<file path="src/rtl/spi_regcmd_pkg.sv">
package spi_regcmd_pkg;

    localparam int BYTE_W = 8;

    typedef enum logic [2:0] {
        PH_OPCODE = 3'd0,
        PH_WADDR  = 3'd1,
        PH_WDATA  = 3'd2,
        PH_INSTR  = 3'd3,
        PH_RADDR  = 3'd4,
        PH_RDATA  = 3'd5,
        PH_STAT   = 3'd6,
        PH_MUTE   = 3'd7
    } phase_e;

    typedef struct packed {
        phase_e              phase;
        logic [BYTE_W-1:0]   ptr;
        logic [BYTE_W-1:0]   tx;
        logic                err;
        logic                fail;
        logic                we;
        logic [BYTE_W-1:0]   wdata;
        logic                bump;
    } eng_s;

endpackage

</file>
<file path="src/rtl/spi_regcmd_edges.sv">
module spi_regcmd_edges (
    input  logic clk,
    input  logic rst_n,
    input  logic spi_sclk,
    input  logic spi_cs_n,
    output logic sclk_rise,
    output logic sclk_fall,
    output logic cs_fall
);
    logic sclk_q, sclk_d;
    logic cs_q, cs_d;

    always_comb begin
        sclk_d = spi_sclk;
        cs_d   = spi_cs_n;
    end

    always_ff @(posedge clk or negedge rst_n) begin
        if (!rst_n) begin
            sclk_q <= 1'b0;
            cs_q   <= 1'b1;
        end else begin
            sclk_q <= sclk_d;
            cs_q   <= cs_d;
        end
    end

    assign sclk_rise = spi_sclk & ~sclk_q;
    assign sclk_fall = ~spi_sclk & sclk_q;
    assign cs_fall   = ~spi_cs_n & cs_q;
endmodule

</file>
<file path="src/rtl/spi_regcmd_rx.sv">
module spi_regcmd_rx #(
    parameter int W = 8
) (
    input  logic         clk,
    input  logic         rst_n,
    input  logic         spi_cs_n,
    input  logic         sample,
    input  logic         spi_mosi,
    output logic         byte_done,
    output logic [W-1:0] byte_val,
    output logic         at_boundary
);
    localparam int CW = $clog2(W);
    localparam logic [CW-1:0] LAST = CW'(W - 1);

    logic [CW-1:0] cnt_q, cnt_d;
    logic [W-2:0]  sh_q, sh_d;

    always_comb begin
        cnt_d = cnt_q;
        sh_d  = sh_q;
        if (spi_cs_n) begin
            cnt_d = '0;
            sh_d  = '0;
        end else if (sample) begin
            sh_d  = {sh_q[W-3:0], spi_mosi};
            cnt_d = (cnt_q == LAST) ? '0 : cnt_q + 1'b1;
        end
    end

    always_ff @(posedge clk or negedge rst_n) begin
        if (!rst_n) begin
            cnt_q <= '0;
            sh_q  <= '0;
        end else begin
            cnt_q <= cnt_d;
            sh_q  <= sh_d;
        end
    end

    assign byte_done   = !spi_cs_n && sample && (cnt_q == LAST);
    assign byte_val    = {sh_q, spi_mosi};
    assign at_boundary = (cnt_q == '0);
endmodule

</file>
<file path="src/rtl/spi_regcmd_engine.sv">
module spi_regcmd_engine
    import spi_regcmd_pkg::*;
#(
    parameter int          REG_AW     = 7,
    parameter logic [7:0]  OPC_WRITE  = 8'hCF,
    parameter logic [7:0]  OPC_STAT   = 8'h9C,
    parameter logic [7:0]  OPC_INSTR  = 8'hD9,
    parameter logic [7:0]  OPC_READ   = 8'h79,
    parameter logic [7:0]  WR_LAST    = 8'h6F,
    parameter logic [7:0]  STAT_FIRST = 8'h70,
    parameter logic [7:0]  STAT_LAST  = 8'h73,
    parameter logic [7:0]  INST_FIRST = 8'h74,
    parameter logic [7:0]  INST_LAST  = 8'h7F
) (
    input  logic              clk,
    input  logic              rst_n,
    input  logic              spi_sclk,
    input  logic              spi_cs_n,
    input  logic              spi_mosi,
    output logic              spi_miso,
    input  logic              chan_en,
    output logic [REG_AW-1:0] reg_addr,
    output logic              reg_we,
    output logic [BYTE_W-1:0] reg_wdata,
    input  logic [BYTE_W-1:0] reg_rdata,
    output logic [BYTE_W-1:0] spi_status
);
    localparam int          SPAN   = 1 << REG_AW;
    localparam logic [7:0]  RD_TOP = 8'(SPAN - 1);

    logic              sclk_rise, sclk_fall, cs_fall;
    logic              byte_done, at_boundary;
    logic [BYTE_W-1:0] byte_val;
    logic              echo_ph, read_ph;
    logic [BYTE_W-1:0] load_val;
    eng_s              q, n;

    spi_regcmd_edges u_edges (
        .clk       (clk),
        .rst_n     (rst_n),
        .spi_sclk  (spi_sclk),
        .spi_cs_n  (spi_cs_n),
        .sclk_rise (sclk_rise),
        .sclk_fall (sclk_fall),
        .cs_fall   (cs_fall)
    );

    spi_regcmd_rx #(.W(BYTE_W)) u_rx (
        .clk         (clk),
        .rst_n       (rst_n),
        .spi_cs_n    (spi_cs_n),
        .sample      (sclk_rise),
        .spi_mosi    (spi_mosi),
        .byte_done   (byte_done),
        .byte_val    (byte_val),
        .at_boundary (at_boundary)
    );

    always_comb begin
        echo_ph = (q.phase == PH_OPCODE) || (q.phase == PH_WADDR) ||
                  (q.phase == PH_WDATA)  || (q.phase == PH_INSTR) ||
                  (q.phase == PH_RADDR);
        read_ph = (q.phase == PH_RDATA) || (q.phase == PH_STAT);
        if (read_ph && !q.fail && !((q.phase == PH_STAT) && (q.ptr > STAT_LAST)))
            load_val = reg_rdata;
        else
            load_val = '0;
    end

    always_comb begin
        n    = q;
        n.we = 1'b0;
        if (q.bump) begin
            n.ptr  = q.ptr + 1'b1;
            n.bump = 1'b0;
        end
        if (cs_fall) begin
            n.err  = 1'b0;
            n.fail = 1'b0;
        end
        if (spi_cs_n) begin
            n.phase = PH_OPCODE;
            n.tx    = '0;
        end else begin
            if (sclk_fall)
                n.tx = at_boundary ? load_val : {q.tx[BYTE_W-2:0], 1'b0};
            if (sclk_rise && at_boundary && (q.phase == PH_STAT) && (q.ptr > STAT_LAST))
                n.fail = 1'b1;
            if (byte_done) begin
                unique case (q.phase)
                    PH_OPCODE: begin
                        if ((byte_val == OPC_WRITE) || (byte_val == OPC_STAT) ||
                            (byte_val == OPC_INSTR) || (byte_val == OPC_READ)) begin
                            if (!chan_en) begin
                                n.err   = 1'b1;
                                n.phase = PH_MUTE;
                            end else if (byte_val == OPC_WRITE) begin
                                n.phase = PH_WADDR;
                            end else if (byte_val == OPC_STAT) begin
                                n.phase = PH_STAT;
                                n.ptr   = STAT_FIRST;
                            end else if (byte_val == OPC_INSTR) begin
                                n.phase = PH_INSTR;
                                n.ptr   = INST_FIRST;
                            end else begin
                                n.phase = PH_RADDR;
                            end
                        end else begin
                            n.err   = 1'b1;
                            n.phase = PH_MUTE;
                        end
                    end
                    PH_WADDR: begin
                        n.ptr   = byte_val;
                        n.phase = PH_WDATA;
                        if (byte_val > WR_LAST) n.fail = 1'b1;
                    end
                    PH_WDATA: begin
                        if (!q.fail && (q.ptr <= WR_LAST)) begin
                            n.we    = 1'b1;
                            n.wdata = byte_val;
                            n.bump  = 1'b1;
                        end else begin
                            n.fail = 1'b1;
                        end
                    end
                    PH_INSTR: begin
                        if (!q.fail && (q.ptr >= INST_FIRST) && (q.ptr <= INST_LAST)) begin
                            n.we    = 1'b1;
                            n.wdata = byte_val;
                            n.bump  = 1'b1;
                        end else begin
                            n.fail = 1'b1;
                        end
                    end
                    PH_RADDR: begin
                        n.ptr   = byte_val;
                        n.phase = PH_RDATA;
                        if (byte_val > RD_TOP) n.fail = 1'b1;
                    end
                    PH_RDATA: n.phase = PH_MUTE;
                    PH_STAT: begin
                        if (!q.fail && (q.ptr <= STAT_LAST)) n.ptr = q.ptr + 1'b1;
                    end
                    default: n.phase = PH_MUTE;
                endcase
            end
        end
    end

    always_ff @(posedge clk or negedge rst_n) begin
        if (!rst_n) begin
            q <= '0;
        end else begin
            q <= n;
        end
    end

    assign spi_miso   = !spi_cs_n && (echo_ph ? spi_mosi : q.tx[BYTE_W-1]);
    assign reg_addr   = q.ptr[REG_AW-1:0];
    assign reg_we     = q.we;
    assign reg_wdata  = q.wdata;
    assign spi_status = {{(BYTE_W-2){1'b0}}, q.fail, q.err};
endmodule

</file>
<file path="config.mk">
export PLATFORM = sky130hd
export DESIGN_NAME = spi_regcmd_engine
export DESIGN_NICKNAME = d
export VERILOG_FILES = /design/src/rtl/spi_regcmd_pkg.sv /design/src/rtl/spi_regcmd_edges.sv /design/src/rtl/spi_regcmd_rx.sv /design/src/rtl/spi_regcmd_engine.sv
export SDC_FILE = /design/constraint.sdc
export NUM_CORES = 1
export LEC_CHECK = 0
export CORE_ASPECT_RATIO = 1.4
export CORE_MARGIN = 2
export CORE_UTILIZATION = 40
export CTS_BUF_LIST = sky130_fd_sc_hd__clkbuf_4 sky130_fd_sc_hd__clkbuf_8
export DETAILED_ROUTE_END_ITERATION = 7
export GPL_ROUTABILITY_DRIVEN = 0
export SYNTH_ARGS = -nofsm -noshare
export SYNTH_HDL_FRONTEND = slang
export SYNTH_SLANG_ARGS = --single-unit
export TNS_END_PERCENT = 50
</file>
<file path="constraint.sdc">
create_clock -name clk -period 3.4 [get_ports clk]
set_clock_uncertainty 0.1 [all_clocks]
set_input_delay 0.34 -clock clk [delete_from_list [all_inputs] [get_ports clk]]
set_output_delay 0.34 -clock clk [all_outputs]
set_load 0.02 [all_outputs]
</file>
Yosys cells after proc, flatten, opt, wreduce, memory -nomap -nowiden:

Index checks and enable logic that the tools add are counted.

* add/sub/neg operators: 2
* magnitude comparators: 7
* equal/unequal tests: 14
* multiplexer cells: 41
* bitwise logic cells: 6
* reduce and logical (&&, ||, !) cells: 34

Operators by type and width (count)
* 2-to-1 mux 8 bit: 11
* equality test 8 bit (second input constant): 3
* > comparator 8 x 7 -> 1 bit (second input constant): 3
* less-or-equal comparator 8 x 7 -> 1 bit (second input constant): 3
* 2-to-1 mux 12 bit: 2
* 2-to-1 mux 3 bit: 8
* one-hot mux 8 bit (3 select lines): 1
* 2-to-1 mux 11 bit: 2
* 2-to-1 mux 10 bit: 2
* one-hot mux 10 bit (2 select lines): 1
* 2-to-1 mux 7 bit: 2
* logical AND 1 bit: 13
* equality test 3 bit (second input constant): 4
* one-hot mux 3 bit (4 select lines): 1
* 2-to-1 mux 1 bit: 9
* adder 8 x 1 -> 8 bit (second input constant): 1
* equality test 8 x 7 -> 1 bit (second input constant): 1
* >= comparator 8 x 7 -> 1 bit (second input constant): 1
* logical OR 1 bit: 8
* nonzero test 2 bit: 4
* equality test 3 x 2 -> 1 bit (second input constant): 2
* logical NOT 3 bit: 2
* != test 2 x 1 -> 1 bit (second input constant): 3
* AND reduction 5 bit: 1
* other kinds (10): 16

* bits in registers: 43
* input port bits: 14
* output and inout bits: 25
* word-level logic and storage cells: 116

Longest topological paths before layout:

* depth in word-level cells: 10
* gate-level depth with buffers: 7
* gate-level depth less buffers: 7

By module:

Synthesis repeated with hierarchy kept, for this count alone.

* cell total of the unflattened synthesis: 300
* area total of the unflattened synthesis: 2740.1 µm²

Modules (own cells, without submodules)
* spi_regcmd_engine: times used 1, cells an instance 253, area each 2193.4 µm², sequential area each 750.7 µm²
* spi_regcmd_rx: times used 1, cells an instance 42, area each 474.2 µm², sequential area each 250.2 µm²
* spi_regcmd_edges: times used 1, cells an instance 5, area each 72.6 µm², sequential area each 51.3 µm²

Least setup slack after synthesis:

Ideal clock, no wire load.

* path kind: register to register
* from: register q (netlist bit reg_addr[2])
* to: register q (netlist bit reg_wdata[0])
* setup time: 125 ps
* arrival time: 1575 ps
* required time: 3175 ps
* slack: 1601 ps
* cell stages (with the launch flop): 8
* path buffers: 2
* period minus slack after synthesis: 1799 ps
* path through: dfrtp_1 -> buf_6 -> o2111ai_1 -> nand2_1 -> o211ai_1 -> nand2b_1 -> buf_2 -> mux2_2

* word-level cells in the longest chain between the ends: 5
* elaborated cells on any way between the ends: 9
* those cells by class: 3 x order compare; 2 x eq/ne; 4 x reduce/logical

RTL lines
* from (decl): RTL line spi_regcmd_engine.sv:36 `eng_s q, n;`
* from (signal assigned): RTL line spi_regcmd_engine.sv:155 `q <= n;`
* >= comparator 8 x 7 -> 1 bit: RTL line spi_regcmd_engine.sv:128 `if (!q.fail && (q.ptr >= INST_FIRST) && (q.ptr <= INST_LAST)) begin`
* logical AND 1 bit (2 in a row): RTL line spi_regcmd_engine.sv:128
* != test 2 x 1 -> 1 bit (no line)
* AND reduction 5 bit (no line) *

Mark *: on every way between the ends. The rest lies on a longest branch, timed or not.
A chain may end at the register's enable or synchronous reset.

Final worst setup path:

* from: register q[28] (netlist bit)
* to: output port spi_miso

* word-level cells in the longest chain between the ends: 7
* elaborated cells on any way between the ends: 11
* those cells by class: 4 x eq/ne; 1 x mux; 6 x reduce/logical

RTL lines
* equality test 3 x 1 -> 1 bit / logical NOT 3 bit (equally long branches): RTL line spi_regcmd_engine.sv:60 `echo_ph = (q.phase == PH_OPCODE) || (q.phase == PH_WADDR) ||`
* logical OR 1 bit (2 in a row): RTL line spi_regcmd_engine.sv:60
* logical OR 1 bit: RTL line spi_regcmd_engine.sv:61 `(q.phase == PH_WDATA) || (q.phase == PH_INSTR) ||`
* logical OR 1 bit *: RTL line spi_regcmd_engine.sv:61
* 2-to-1 mux 1 bit *: RTL line spi_regcmd_engine.sv:159 `assign spi_miso = !spi_cs_n && (echo_ph ? spi_mosi : q.tx[BYTE_W-1]);`
* logical AND 1 bit *: RTL line spi_regcmd_engine.sv:159
* to (decl): RTL line spi_regcmd_engine.sv:20 `output logic spi_miso,`

Marks and branches as above.

==> metrics <==
CORE AREA=0.006481 mm2; Max Transition Viols Final=0; M3 GR Usage=0.02711; Max Fclk=397.7 MHz; final setup violation count=0; total congestion overflow=0; Slew @ Worst Pin=0.9330 ns; vias in the first global route=2170; Fin. Hold Viols=0; CTS clk-pin slew, worst paths=0.08 ns; Die Area=0.007298 mm2; cts hold-fix bufs=0; clk sink count=42; buffer count from post-CTS setup fixing=0; Starting Density=0.4087; Synth async-reset ratio=1.000; DRC errors left=0; critical-path maximum fanout=18; Syn Inst Count=290; Site Rows=35; TNS Setup=0 ns; Worst VDD drop=0.3043 mV; die width=72.78 um; Crit path arrival time=2.07 ns; worst r2r src=reg_addr[2]; Top Ports=39; number of synthesized flops with an enable pin=0; Seq/Total Area, Yosys=0.3973; Worst path max stage delay=0.68 ns; Max Cap Viol=0; worst-skew pair later-pin latency=0.30 ns; Placed Area=0.002839 mm2; met2 GRT Util=0.3035; final core utilization=0.4554; post-CTS sizing=0; DP Worst Slack=0.9218 ns; port buffer count=32; first-pass GRT wire length=10.07 mm; 1st-pass router iterations=5; diode count=0; Worst EP required=2.96 ns; PnR worst setup slack=0.8856 ns; Rel. slew slack=0.3780; fin crit period=2.514 ns; die height=100.3 um; flops & latches, synth=42; Final Cycle Share=0.7395; met1 track demand over resource=0.2041; Via density=5.697; Clock Path Buffers=2; Layout Nets=318; Lkg Pwr=1.267 nW; RR Endpoint=reg_wdata[2]; Pwr Density=329.5 mW/mm2; r2r setup slk=1.27 ns; ys flop type=dfrtp_1; RSZ-0062 raised after global routing=no; final WL=5.922 mm; CP Capture Type=output port; gr busiest metal=met2; initial drt markers=128; area grow syn2layout=11.43%; Cell variety after synth=58; antenna violations before repair=0; pin count of the biggest net entering global routing=43; Root Driver=clkbuf_8; post-route ant nets=0; Post-DP HPWL=4.348 mm; Synth Warn #=0; Mean Syn Cell Area=9.134 um2; share of cells above drive strength 1=0.09030; critical-path cell list=o21ai_0 > mux2i_1 > nor2_1 > clkdlybuf4s50_1; CTS buffer count=5; design area=0.002952 mm2; gr usage total=0.1741; crit start category=register; CTS tree=yes; Min-Delay Path Class=input pin to async pin; CP max-delay cell=dfrtp_1; Syn Std Cell Area=0.002649 mm2; Max H-tree Level=2; Crit Path Class=register to output port; detailed-route wire length per cell=15.88 um; via count=2125; status=complete, no violations; Reg2Reg Depth=5
placed cells by master, fill, tap and decap left out, drive strengths merged, types with 4 or more instances in the layout:
master,count
ha,5
nand2,29
o21ai,13
xor2,5
conb,6
or3,4
clkdlybuf4s50,31
nor2,16
xnor2,7
a21oi,20
a222oi,7
nand3,10
o22ai,5
nor3,10
dfrtp,41
mux2,8
clkbuf,6
nand2b,7
inv,16
stage by stage:
step | hold WS (ns) | total power, mW | instances
after floorplan | -0.05559 | 0.5447 | 295
after global placement | 0.3789 | 0.5737 | 366
after detailed placement | 0.3809 | 0.5744 | 366
after CTS | 0.1161 | 0.9804 | 373
after global routing | 0.1637 | 1.006 | 373
final | 0.07635 | 0.9724 | 373
critical path: cells and delay by family (launching register included):
kind                   cells  cell delay [ns]
DFF                        1             0.68
buffers and inverters      1             0.62
AOI/OAI and AO/OA          1             0.20
muxes                      1             0.17
and+or+nand+nor            1             0.11
per-layer routing:
metal	vias to the layer above	share of wire
li1	1023	-
met2	56	0.53
met1	1034	0.40
met4	0	0.026
met3	12	0.036
met5	-	0
Yosys cell counts (all sizes together), types with 2 or more instances:
| cell | number | area [um2] |
|---|---|---|
| a21oi | 20 | 122.6 |
| a222oi | 7 | 70.07 |
| a22oi | 2 | 15.01 |
| a311oi | 2 | 17.52 |
| and2 | 3 | 18.77 |
| and3 | 2 | 12.51 |
| buf | 31 | 229.0 |
| clkbuf | 6 | 22.52 |
| dfrtp | 41 | 1026 |
| ha | 5 | 62.56 |
| inv | 16 | 60.06 |
| mux2 | 8 | 90.09 |
| mux2i | 2 | 20.02 |
| nand2 | 29 | 108.9 |
| nand2b | 7 | 43.79 |
| nand3 | 10 | 50.05 |
| nand3b | 2 | 15.01 |
| nand4 | 2 | 12.51 |
| nand4b | 3 | 26.28 |
| nor2 | 16 | 60.06 |
| nor2b | 3 | 18.77 |
| nor3 | 10 | 50.05 |
| nor3b | 2 | 15.01 |
| nor4 | 3 | 18.77 |
| o21ai | 13 | 65.06 |
| o22ai | 5 | 31.28 |
| or3 | 4 | 25.02 |
| xnor2 | 7 | 61.31 |
| xor2 | 5 | 43.79 |
how the worst max path moves through the flow:
stage	startpoint	to	slack (ns)
6_report	q[28]	spi_miso	0.89
5_1_grt	q[28]	spi_miso	0.77
4_1_cts	q[28]	spi_miso	0.88
3_5_place_dp	spi_sclk	reg_wdata[1]	0.92
3_3_place_gp	spi_sclk	reg_wdata[4]	0.93
2_1_floorplan	reg_addr[2]	reg_wdata[0]	1.60
final cells by class:
type	count	area, um2
Inverter	16	60.06
Tap cell	74	92.59
Multi-Input combinational cell	200	1304
Fill cell	656	3530
Sequential cell	42	1052
Clock buffer	6	82.58
Clock inverter	1	30.03
Timing Repair Buffer	34	330.3
sequential cells by signal (all words and copies together), names as in the netlist:
register	count
reg_wdata	8
u_rx.cnt_q	3
q	13
u_edges.cs_q	1
u_edges.sclk_q	1
u_rx.sh_q	7
spi_status	2
reg_addr	7
logic make-up after synthesis:
kind of cell             count (synthesis)  synth area share
multiplexers                            10           0.04157
AND/OR/NAND/NOR                        102            0.2045
flip-flops                              42            0.3973
XOR/XNOR                                12           0.03968
buffers and inverters                   53            0.1176
other                                    1          0.001416
adder cells (fa/ha/maj)                  5           0.02362
AO/OA/AOI/OAI                           65            0.1743
report_power, final:
group | leakage, nW | switching (mW) | internal (mW) | total [mW]
Sequential | 0.549 | 0.00326 | 0.503 | 0.506
Clock | 0.0573 | 0.174 | 0.235 | 0.409
Combinational | 0.661 | 0.0360 | 0.0214 | 0.0574
Total | 1.27 | 0.213 | 0.759 | 0.972
No activity file was read; power rests on OpenSTA's default activity.
